**config.mk**
```make
export PLATFORM = sky130hd
export DESIGN_NAME = console_mmio
export DESIGN_NICKNAME = d
export VERILOG_FILES = /design/src/rtl/console_mmio_pkg.sv /design/src/rtl/console_decode.sv /design/src/rtl/console_rx.sv /design/src/rtl/console_tx.sv /design/src/rtl/console_mmio.sv
export SDC_FILE = /design/constraint.sdc
export NUM_CORES = 1
export LEC_CHECK = 0
export BUFFER_PORTS_ARGS = -buffer_cell sky130_fd_sc_hd__buf_2
export CORE_MARGIN = 2
export CORE_UTILIZATION = 39
export DETAILED_ROUTE_END_ITERATION = 8
export GPL_ROUTABILITY_DRIVEN = 1
export PLACE_DENSITY = 0.81
export SYNTH_ARGS = -nofsm -noshare
export SYNTH_HDL_FRONTEND = slang
export SYNTH_HIERARCHICAL = 1
export SYNTH_SLANG_ARGS = --single-unit
```
**constraint.sdc**
```tcl
create_clock -name clk -period 2.4 [get_ports clk]
set_clock_uncertainty 0.2 [all_clocks]
set_input_delay 0.48 -clock clk [delete_from_list [all_inputs] [get_ports clk]]
set_output_delay 0.48 -clock clk [all_outputs]
set_load 0.05 [all_outputs]
```
**src/rtl/console_mmio_pkg.sv**
```systemverilog
package console_mmio_pkg;
  localparam int unsigned OFS_RX_STAT = 0;
  localparam int unsigned OFS_RX_BYTE = 4;
  localparam int unsigned OFS_TX_STAT = 8;
  localparam int unsigned OFS_TX_BYTE = 12;

  typedef enum logic [2:0] {
    SEL_NONE,
    SEL_RX_STAT,
    SEL_RX_BYTE,
    SEL_TX_STAT,
    SEL_TX_BYTE
  } reg_sel_e;
endpackage

```
**src/rtl/console_decode.sv**
```systemverilog
module console_decode
  import console_mmio_pkg::*;
#(
  parameter int unsigned ADDR_W = 32,
  parameter logic [ADDR_W-1:0] BASE = 32'hFFFF_0000,
  parameter int unsigned WIN_BITS = 16
) (
  input  logic [ADDR_W-1:0] addr,
  output reg_sel_e          sel
);
  localparam int unsigned TAG_W = ADDR_W - WIN_BITS;

  logic             in_win;
  logic [WIN_BITS-1:0] ofs;

  assign in_win = (addr[ADDR_W-1:WIN_BITS] == BASE[ADDR_W-1:WIN_BITS]);
  assign ofs    = addr[WIN_BITS-1:0];

  always_comb begin
    sel = SEL_NONE;
    if (in_win) begin
      case (ofs)
        WIN_BITS'(OFS_RX_STAT): sel = SEL_RX_STAT;
        WIN_BITS'(OFS_RX_BYTE): sel = SEL_RX_BYTE;
        WIN_BITS'(OFS_TX_STAT): sel = SEL_TX_STAT;
        WIN_BITS'(OFS_TX_BYTE): sel = SEL_TX_BYTE;
        default:                sel = SEL_NONE;
      endcase
    end
  end

  logic [TAG_W-1:0] unused_tag;
  assign unused_tag = BASE[TAG_W-1:0];
endmodule

```
**src/rtl/console_rx.sv**
```systemverilog
module console_rx #(
  parameter int unsigned BYTE_W = 8
) (
  input  logic              clk,
  input  logic              rst_n,
  input  logic              in_valid,
  input  logic [BYTE_W-1:0] in_byte,
  input  logic              take,
  output logic              flag,
  output logic [BYTE_W-1:0] held
);
  always_ff @(posedge clk) begin
    if (!rst_n) begin
      flag <= 1'b0;
      held <= '0;
    end else if (in_valid) begin
      flag <= 1'b1;
      held <= in_byte;
    end else if (take) begin
      flag <= 1'b0;
    end
  end
endmodule

```
**src/rtl/console_tx.sv**
```systemverilog
module console_tx #(
  parameter int unsigned BYTE_W = 8
) (
  input  logic              clk,
  input  logic              rst_n,
  input  logic              put,
  input  logic [BYTE_W-1:0] put_byte,
  input  logic              out_ready,
  output logic              out_valid,
  output logic [BYTE_W-1:0] out_byte,
  output logic              flag
);
  logic pend;

  always_ff @(posedge clk) begin
    if (!rst_n) begin
      pend     <= 1'b0;
      out_byte <= '0;
    end else if (pend) begin
      if (out_ready) pend <= 1'b0;
    end else if (put) begin
      pend     <= 1'b1;
      out_byte <= put_byte;
    end
  end

  assign out_valid = pend;
  assign flag      = ~pend;
endmodule

```
**src/rtl/console_mmio.sv**
```systemverilog
module console_mmio
  import console_mmio_pkg::*;
#(
  parameter int unsigned ADDR_W = 32,
  parameter int unsigned DATA_W = 32,
  parameter int unsigned BYTE_W = 8,
  parameter logic [ADDR_W-1:0] BASE = 32'hFFFF_0000,
  parameter int unsigned WIN_BITS = 16
) (
  input  logic              clk,
  input  logic              rst_n,
  input  logic [ADDR_W-1:0] bus_addr,
  input  logic              bus_rd,
  input  logic              bus_wr,
  input  logic [DATA_W-1:0] bus_wdata,
  output logic [DATA_W-1:0] bus_rdata,
  input  logic              rx_valid,
  input  logic [BYTE_W-1:0] rx_data,
  output logic              tx_valid,
  output logic [BYTE_W-1:0] tx_data,
  input  logic              tx_ready
);
  localparam int unsigned PAD_W = DATA_W - BYTE_W;

  reg_sel_e          sel;
  logic              rx_flag;
  logic [BYTE_W-1:0] rx_held;
  logic              tx_flag;
  logic [DATA_W-1:0] rd_mux;

  console_decode #(
    .ADDR_W(ADDR_W), .BASE(BASE), .WIN_BITS(WIN_BITS)
  ) u_dec (
    .addr(bus_addr), .sel(sel)
  );

  console_rx #(.BYTE_W(BYTE_W)) u_rx (
    .clk(clk), .rst_n(rst_n),
    .in_valid(rx_valid), .in_byte(rx_data),
    .take(bus_rd && sel == SEL_RX_BYTE),
    .flag(rx_flag), .held(rx_held)
  );

  console_tx #(.BYTE_W(BYTE_W)) u_tx (
    .clk(clk), .rst_n(rst_n),
    .put(bus_wr && sel == SEL_TX_BYTE),
    .put_byte(bus_wdata[BYTE_W-1:0]),
    .out_ready(tx_ready), .out_valid(tx_valid),
    .out_byte(tx_data), .flag(tx_flag)
  );

  always_comb begin
    case (sel)
      SEL_RX_STAT: rd_mux = {{(DATA_W-1){1'b0}}, rx_flag};
      SEL_RX_BYTE: rd_mux = {{PAD_W{1'b0}}, rx_held};
      SEL_TX_STAT: rd_mux = {{(DATA_W-1){1'b0}}, tx_flag};
      default:     rd_mux = '0;
    endcase
  end

  always_ff @(posedge clk) begin
    if (!rst_n)      bus_rdata <= '0;
    else if (bus_rd) bus_rdata <= rd_mux;
  end
endmodule

```
-- Yosys cells after proc, flatten, opt, wreduce, memory -nomap -nowiden
Index checks and enable logic that the tools add are counted.
- register bits after elaboration: 50
- output and inout port bits: 41
- equal/unequal tests: 8
- muxes and demuxes: 8
- bitwise gates (word level): 1
- reductions and logical operators: 5
- operators with widths (operator ; count):
    16-bit by 4-bit == test with 1-bit output, second input constant ; 2
    8-bit one-hot mux with 3 select lines ; 1
    16-bit == test, second input constant ; 1
    16-bit by 3-bit == test with 1-bit output, second input constant ; 1
    16-bit logical NOT ; 1
    3-bit one-hot mux with 4 select lines ; 1
    3-bit by 2-bit == test with 1-bit output, second input constant ; 2
    1-bit two-way mux ; 5
    3-bit by 1-bit == test with 1-bit output, second input constant ; 1
    3-bit == test, second input constant ; 1
    3-bit two-way mux ; 1
    1-bit logical AND ; 2
    2-bit AND reduction ; 1
    2-bit nonzero test ; 1
    1-bit inverter ; 1

-- Longest topological paths before layout
Gate-level depths: netlist of run 1.
- word-level depth: 7
- mapped depth: 8
- gate-level depth less buffers: 7

-- Cells and area by module
The synthesis of run 1 kept the hierarchy.
- modules (own cells, without submodules) (module ; instances ; cells each ; area each (sq um) ; seq. area each (sq um)):
    console_mmio ; 1 ; 64 ; 614.3 ; 160.2
    console_tx ; 1 ; 40 ; 380.4 ; 180.2
    console_rx ; 1 ; 28 ; 335.3 ; 180.2
    console_decode ; 1 ; 17 ; 127.6 ; 0.0

-- Worst setup path after synthesis of run 1
No wires, ideal clock.
- path kind: input to register
- from: input port bus_addr[13]
- to: register u_rx.flag
- arrival time: 1.705 ns
- data required time: 2.085 ns
- setup slack: 0.381 ns
- cell stages on the path: 7
- path buffers: 1
- cell sequence: nor4_1 and4b_1 and4_1 and4bb_1 buf_6 nor2b_1 o21a_1
- cells in the longest elaborated chain, start to end: 6
- elaborated cells on any way between the ends: 9
- classes of those cells: eq/ne: 4; mux: 2; reduce/logical: 3
- RTL lines (item ; RTL line ; RTL):
    from (decl) ; console_mmio.sv:12 ; input logic [ADDR_W-1:0] bus_addr,
    16-bit by 4-bit == test with 1-bit output, or another cell as far along ; console_decode.sv:22 ; case (ofs)
    3-bit one-hot mux with 4 select lines (*) ; console_decode.sv:22 ;
    3-bit two-way mux (*) ; console_decode.sv:21 ; if (in_win) begin
    named net sel[1] ; console_mmio.sv:25 ; reg_sel_e sel;
    3-bit by 2-bit == test with 1-bit output (*) ; console_mmio.sv:40 ; .take(bus_rd && sel == SEL_RX_BYTE),
    1-bit logical AND (*) ; console_mmio.sv:40 ;
    2-bit nonzero test (no line) (*) ; - ;
    to (signal assigned) ; console_rx.sv:14 ; flag <= 1'b0;
    to (signal assigned) ; console_rx.sv:17 ; flag <= 1'b1;
    to (signal assigned) ; console_rx.sv:20 ; flag <= 1'b0;
    to (decl) ; console_rx.sv:9 ; output logic flag,
Mark *: on every way through the listed nets, which the timed path passes. The rest lies on a longest branch.
A chain may end at the register's enable or synchronous reset.

-- Final worst setup path of run 1
- from: input port bus_addr[5]
- to: register u_tx.out_byte[4]
- cells in the longest elaborated chain, start to end: 6
- elaborated cells on any way between the ends: 9
- classes of those cells: eq/ne: 4; mux: 2; reduce/logical: 3
- RTL lines (item ; RTL line ; RTL):
    16-bit by 4-bit == test with 1-bit output, or another cell as far along ; console_decode.sv:22 ;
    3-bit one-hot mux with 4 select lines (*) ; console_decode.sv:22 ;
    3-bit two-way mux (*) ; console_decode.sv:21 ;
    named net sel[2] ; console_mmio.sv:25 ;
    3-bit == test (*) ; console_mmio.sv:46 ; .put(bus_wr && sel == SEL_TX_BYTE),
    1-bit logical AND (*) ; console_mmio.sv:46 ;
    2-bit AND reduction (no line) (*) ; - ;
    to (signal assigned) ; console_tx.sv:23 ; out_byte <= put_byte;
    to (decl) ; console_tx.sv:10 ; output logic [BYTE_W-1:0] out_byte,
Marks and branches as above.

==> out/metrics.yaml, run 1 <==
critical_path:
  endpoint_kind: "flip-flop"
  arrival_ns: 2.00
  timing.critical_path.required_ns: 2.39
  critical_path_class: "in2reg"
  critPathLaunchType: "input pin"
  top_fanout_value_on_the_critical_path: 9
route:
  routed_wirelength_um: 2704
  drt_iter0_drc: 22
  route.vias.total: 1181
  postRouteAntennaNets: 0
  drt-vias-per-instance: 4.440
  drtPass1Iterations: 2
  wire_per_inst_um: 10.17
  drt_drc_violations_left: 0
synth:
  synth-seq-area-share_pct: 35.71
  synth-seq-cells: 26
  async_flop_share_pct: 0
  library_cell_with_the_highest_instance_count_after_synthesis: "sky130_fd_sc_hd__dfxtp_1"
  synth_area_per_cell_um2: 9.783
  synth.cells.most_frequent: "sky130_fd_sc_hd__dfxtp_1, sky130_fd_sc_hd__buf_4, sky130_fd_sc_hd__nand2_1"
  synthDominantAreaCellType: "sky130_fd_sc_hd__dfxtp_1"
  synth_largest_type_area_fraction_pct: 35.71
  edff_count_synth: 0
  postSynth.topFlopCell: "sky130_fd_sc_hd__dfxtp_1"
  syn_inst: 149
  netlist-cell-type-count: 28
  yosys_warnings: 6
  synth.top_cells.by_area: "sky130_fd_sc_hd__dfxtp_1, sky130_fd_sc_hd__buf_4, sky130_fd_sc_hd__mux2i_1"
  synthesis.area_um2: 1458
pwr:
  power.share.sequential_pct: 52.4
  sw_frac_of_total_pct: 28.94
  internal_power_uw: 603.9
  pwr-share-clk_pct: 27.7
  power.share.combinational_pct: 19.9
  cellPowerDensity_nw_per_um2: 475.6
  power_leakage_uw: 0.0008558
  power.net_switching_uw: 245.9
  vdd_drop_max_mv: 0.2101
  report.power.total_uw: 849.8
sta:
  setup_viol_count_final: 0
  final.setup.worst_slack_ns: 0.3909
  timing.max_slew.rel_slack_pct: 64.84
  maxClockFrequency_mhz: 497.7
  report.final.hold_viol_count: 0
  fin_tns_setup_ns: 0
  setup_repair_after_global_routing_missed_its_margin: "no"
  final_max_slew_viol_count: 0
  final_min_period_over_clock_period_pct: 83.71
  timing_worst_slew_pin_value_ns: 0.5274
  period_minus_slack_ns: 2.009
clocking:
  ctsResizeCount: 0
  clock_sinks: 26
  clock_tree_root_buffer_cell: "sky130_fd_sc_hd__clkbuf_8"
  cts_setup_buffers: 0
  clock_tree.buffer_depth: 2
  worstSkewPairLatency_ns: 0.26
  number_of_levels_the_h_tree_was_split_into: 1
  clock_tree_from_tritoncts: "done"
  post_cts_hold_buffer_count: 0
  tritoncts.num_buffers: 3
  path_clk_slew_ns: 0.08
run_status:
  run_status: "completed"
hold_path:
  min_path_type: "in2reg"
finish:
  drive_gt1_share_pct: 45.41
  fillCellCount: 370
  num_antenna_cells: 0
  area_growth_syn_to_layout_pct: 22.57
  numnets_final: 298
run:
  max_cap_violations: 0
grt:
  number_of_antenna_violations_at_the_first_check_in_global_routing: 0
  largest_net_degree_at_the_start_of_global_routing: 36
  first_pass_grt_wire_length_um: 4257
  grt_util_all_layers_pct: 12.86
  global_route.overflow_total: 0
  number_of_global_route_vias_before_repair: 1086
placed_design:
  hpwl_detailed_um: 2146
  placement.setup.worst_slack_ns: 0.09062
  port-buffer-count: 70
  gp_congestion: 0.7528
die:
  start_util_pct: 40.12
  die_x_um: 65.14
  design.portCount: 119
  floorplan.core_area_um2: 3633
  die_h_um: 65.14
  fp.dieArea_um2: 4243
  num_rows: 22
cell type report:
type,instances,area [µm²],share of cell area [%]
tap,48,60.06,3.361
inverter,1,3.754,0.2101
timing repair buffer,72,377.9,21.15
multi-input combinational,116,783.3,43.84
clock buffer,3,41.29,2.311
sequential,26,520.5,29.13
power by group through the flow:
stage                     Combinational, µW  Sequential (µW)  Clock, µW
final                                   169              445        235
after global routing                    182              447        270
after CTS                               170              446        250
after detailed placement                170              456          0
after global placement                  168              455          0
after floorplan                         152              455          0
path summary, 6_finish.rpt:
path | from | to | slack (ns) | cells past startpoint
setup / recovery | bus_addr[5] | u_tx/out_byte[4] | 0.39 | 9
hold / removal | bus_wdata[5] | u_tx/out_byte[5] | 0.26 | 3
setup reg to reg | u_tx/out_valid | bus_rdata[0] | 1.15 | 4
hold reg to reg | u_tx/out_byte[5] | u_tx/out_byte[5] | 0.26 | 2
state kept, by name, summed over array words and instances (netlist names):
register and flops:
bus_rdata 8, u_rx/flag 1, u_rx/held 8, u_tx/out_byte 8
u_tx/out_valid 1
stage by stage:
step / hold slack (ns) / utilization (%) / area [µm²] / std cells
2_1_floorplan: 0.2749 / - / 1544 / 172
3_3_place_gp: 0.2400 / 48.04 / 1745 / 263
3_5_place_dp: 0.2483 / 48.04 / 1745 / 263
4_1_cts: 0.2467 / 49.17 / 1787 / 266
5_1_grt: 0.2360 / 49.17 / 1787 / 266
6_report: 0.2567 / 49.17 / 1787 / 266
per-layer routing:
| metal | GRT usage [%] | wire length (µm) |
|---|---|---|
| met1 | 13.25 | 1033 |
| met2 | 24.74 | 1411 |
| met3 | 2.397 | 228 |
| met4 | 6.250 | 30 |
| met5 | 0 | 0 |
logic make-up (layout without fill, tap and decap cells):
| group | after synthesis | after routing | synth area share (%) |
|---|---|---|---|
| flops | 26 | 26 | 35.71 |
| mux | 17 | 17 | 11.76 |
| simple gates | 63 | 63 | 29.27 |
| xor+xnor | 1 | 1 | 0.6010 |
| buf+inv | 30 | 76 | 16.48 |
| compound gates | 11 | 11 | 5.922 |
| other cells | 1 | 24 | 0.2573 |
worst max-delay path, stage by stage:
cell                      delay (ns)
sky130_fd_sc_hd__buf_2          0.10
sky130_fd_sc_hd__nor4_2         0.32
sky130_fd_sc_hd__and4_1         0.22
sky130_fd_sc_hd__and3_1         0.18
sky130_fd_sc_hd__nand2_1        0.05
sky130_fd_sc_hd__nor3_1         0.11
sky130_fd_sc_hd__nor2b_2        0.21
sky130_fd_sc_hd__buf_12         0.15
sky130_fd_sc_hd__mux2i_1        0.18
placed cells by master (no fill, tap or decap), types with 2 or more instances in the layout:
master                     synthesis  final
sky130_fd_sc_hd__buf_2             0     70
sky130_fd_sc_hd__dfxtp_1          26     26
sky130_fd_sc_hd__conb_1            1     24
sky130_fd_sc_hd__nand2_1          17     17
sky130_fd_sc_hd__mux2i_1          16     16
sky130_fd_sc_hd__nor2b_1          10     10
sky130_fd_sc_hd__nor2b_2           8      8
sky130_fd_sc_hd__and2b_4           7      7
sky130_fd_sc_hd__a21oi_2           7      7
sky130_fd_sc_hd__nor3_1            3      3
sky130_fd_sc_hd__clkbuf_8          0      3
sky130_fd_sc_hd__nand4_1           3      3
sky130_fd_sc_hd__and4_1            3      3
sky130_fd_sc_hd__nand3b_1          2      2
sky130_fd_sc_hd__nor4_2            2      2
sky130_fd_sc_hd__nor2_1            2      2
sky130_fd_sc_hd__o21a_1            2      2
No activity file was read; power rests on OpenSTA's default activity.
==> inputs of run 2 (changes only) <==
--- a/config.mk
+++ b/config.mk
@@ -7,10 +7,10 @@
 export LEC_CHECK = 0
 export BUFFER_PORTS_ARGS = -buffer_cell sky130_fd_sc_hd__buf_2
 export CORE_MARGIN = 2
-export CORE_UTILIZATION = 39
+export CORE_UTILIZATION = 35
 export DETAILED_ROUTE_END_ITERATION = 8
 export GPL_ROUTABILITY_DRIVEN = 1
-export PLACE_DENSITY = 0.81
+export PLACE_DENSITY = 0.77
 export SYNTH_ARGS = -nofsm -noshare
 export SYNTH_HDL_FRONTEND = slang
 export SYNTH_HIERARCHICAL = 1
==> constraint.sdc (replaced) <==
create_clock -name clk -period 1.7 [get_ports clk]
set_clock_uncertainty 0.2 [all_clocks]
set_input_delay 0.34 -clock clk [delete_from_list [all_inputs] [get_ports clk]]
set_output_delay 0.34 -clock clk [all_outputs]
set_load 0.05 [all_outputs]
==> run 2 against run 1 <==
  * The flow now finishes with violations (setup timing)
  * Final cell count grew 4.5%
  * Worst setup slack lost 0.60 ns
  * Wire length grew 20%
  * Clock-buffer cell count grew 1
  * Design area grew 14%
  * Core utilization grew 1.7 points
  * Power grew 51%
  * Global-route usage grew 0.75 points
  * Flip-flop and latch count is the same
  * Combinational power grew 53%
  * Die area grew 11%
  * Register-to-register slack lost 0.65 ns
  * Critical path type unchanged
  * Critical endpoint is now bus_rdata[3]
==> out/metrics.yaml, run 2 (synthesized netlist as in run 1, its figures left out) <==
run_status:
  run_status: "finished with violations"
  failed_checks: "setup timing"
finish:
  numnets_final: 307
  area_growth_syn_to_layout_pct: 39.74
  drive_gt1_share_pct: 51.75
  layoutNonFillerInstCount: 278
  fillCellCount: 389
  commonest_non_fill_non_tap_cells_in_the_layout: "sky130_fd_sc_hd__buf_2, sky130_fd_sc_hd__dfxtp_1, sky130_fd_sc_hd__conb_1, sky130_fd_sc_hd__mux2i_1, sky130_fd_sc_hd__nand2_1"
  layout_commonest_cell: "sky130_fd_sc_hd__buf_2"
  layout.cell_area.non_filler_um2: 2037
  num_antenna_cells: 0
  biggestRegsByFlops: "bus_rdata (8), u_rx/held (8), u_tx/out_byte (8)"
  utilization_pct: 50.92
clocking:
  clock_tree.buffer_depth: 2
  clock_tree_root_buffer_cell: "sky130_fd_sc_hd__clkbuf_8"
  tritoncts.num_buffers: 3
  clock_sinks: 26
  clock_tree_from_tritoncts: "done"
  worstSkewPairLatency_ns: 0.26
  number_of_levels_the_h_tree_was_split_into: 1
  path_clk_slew_ns: 0.09
grt:
  largest_net_degree_at_the_start_of_global_routing: 36
  gr-usage-met1_pct: 15.54
  grt.busiest_layer: "met2"
  number_of_global_route_vias_before_repair: 1166
  global_route.overflow_total: 0
  grt_util_met3_pct: 4.221
  use_met2_pct: 25.36
  first_pass_grt_wire_length_um: 4947
  grt_util_all_layers_pct: 13.61
  number_of_antenna_violations_at_the_first_check_in_global_routing: 0
route:
  drt-vias-per-instance: 4.255
  drt_drc_violations_left: 0
  route.vias.total: 1183
  routed_wirelength_um: 3255
  postRouteAntennaNets: 0
  drtPass1Iterations: 2
  drt_iter0_drc: 23
  wire_per_inst_um: 11.71
die:
  die_h_um: 68.54
  fp.dieArea_um2: 4697
  start_util_pct: 36.44
  floorplan.core_area_um2: 4000
  num_rows: 23
  design.portCount: 119
  die_x_um: 68.54
critical_path:
  critical_path_class: "in2reg"
  r2r-start: "u_tx/out_valid"
  arrival_ns: 1.88
  critPathLaunchType: "input pin"
  timing.critical_path.required_ns: 1.67
  top_fanout_value_on_the_critical_path: 7
  ff2ff_path_depth: 4
  timing.reg2reg.setup_slack_ns: 0.50
  reg2reg_capture_point: "bus_rdata[0]"
  endpoint_kind: "flip-flop"
hold_path:
  min_delay_path_depth: 3
  holdPathEnd: "u_tx/out_byte[4]"
  min_from: "bus_wdata[4]"
  min_path_type: "in2reg"
sta:
  timing_worst_slew_pin_value_ns: 0.5220
  setup_repair_after_global_routing_missed_its_margin: "yes"
  fin_tns_setup_ns: -2.736
  timing.max_slew.rel_slack_pct: 65.20
  report.final.hold_viol_count: 0
  setup_viol_count_final: 18
  final_min_period_over_clock_period_pct: 112.5
  final.setup.worst_slack_ns: -0.2120
  final_max_slew_viol_count: 0
  maxClockFrequency_mhz: 523.0
  finalHoldWorstSlack_ns: 0.1136
  period_minus_slack_ns: 1.912
pwr:
  internal_power_uw: 914.5
  sw_frac_of_total_pct: 28.51
  power.share.combinational_pct: 20.3
  power.share.sequential_pct: 49.5
  pwr-share-clk_pct: 30.3
  power.net_switching_uw: 364.6
  cellPowerDensity_nw_per_um2: 628.0
  vdd_drop_max_mv: 0.3440
  power_leakage_uw: 0.0009614
run:
  max_cap_violations: 0
placed_design:
  port-buffer-count: 70
  gp_congestion: 0.7109
  detailed_place.area_um2: 1802
  place_inst: 268
  hpwl_detailed_um: 2248
[run 2: worst max-delay path, cell delays in order]
cell and delay [ns]:
sky130_fd_sc_hd__buf_6 0.09, sky130_fd_sc_hd__nor4_2 0.24, sky130_fd_sc_hd__and4b_1 0.26, sky130_fd_sc_hd__buf_4 0.12
sky130_fd_sc_hd__and4_4 0.22, sky130_fd_sc_hd__and4bb_2 0.26, sky130_fd_sc_hd__buf_12 0.16, sky130_fd_sc_hd__a21oi_4 0.14
sky130_fd_sc_hd__nor2b_2 0.05
[run 2: worst max path at each step]
| stage | endpoint | from | cells after the start |
|---|---|---|---|
| after global routing | u_tx/out_byte[1] | bus_addr[24] | 9 |
| after floorplan | u_rx/flag | bus_addr[30] | 7 |
| after detailed placement | u_tx/out_byte[0] | bus_addr[30] | 9 |
| final | bus_rdata[3] | bus_addr[13] | 9 |
| after global placement | u_tx/out_byte[3] | bus_addr[13] | 9 |
| after CTS | u_tx/out_byte[0] | bus_addr[5] | 9 |
[run 2: final cells by class]
class                   count  area [µm²]  share of cell area, %
clock buffers               4       55.05                  2.703
flip-flops and latches     26       520.5                  25.55
inverters                   1       3.754                 0.1843
repair buffers             81       513.0                  25.18
well taps                  50       62.56                  3.071
multi-input cells         116       882.1                  43.30
[run 2: power groups by stage]
stage / Clock, µW / Combinational (µW) / Sequential (µW)
after floorplan: 0 / 217 / 642
after global placement: 0 / 244 / 643
after detailed placement: 0 / 246 / 643
after CTS: 409 / 253 / 630
after global routing: 429 / 279 / 634
final: 387 / 259 / 633
[run 2: layer usage]
| metal | part of all wire [%] | wire length (µm) |
|---|---|---|
| met5 | 0 | 0 |
| met4 | 0.37 | 12 |
| met3 | 6.2 | 203 |
| met2 | 52 | 1707 |
| met1 | 41 | 1331 |
[run 2: metrics by stage]
step	power [µW]	worst slack, ns
finish	1279	-0.2120
global route	1343	-0.2844
CTS	1291	-0.1790
detailed placement	889.2	-0.4923
global placement	887.3	-0.3831
floorplan	858.4	-0.1697
[run 2: timing repair]
action                     4_1_cts  5_1_grt
buffers inserted                 3        2
hold buffers                     0        0
setup endpoints to repair       18       18
pin swaps                        1       10
cloned                           1        0
resized for setup               12       10
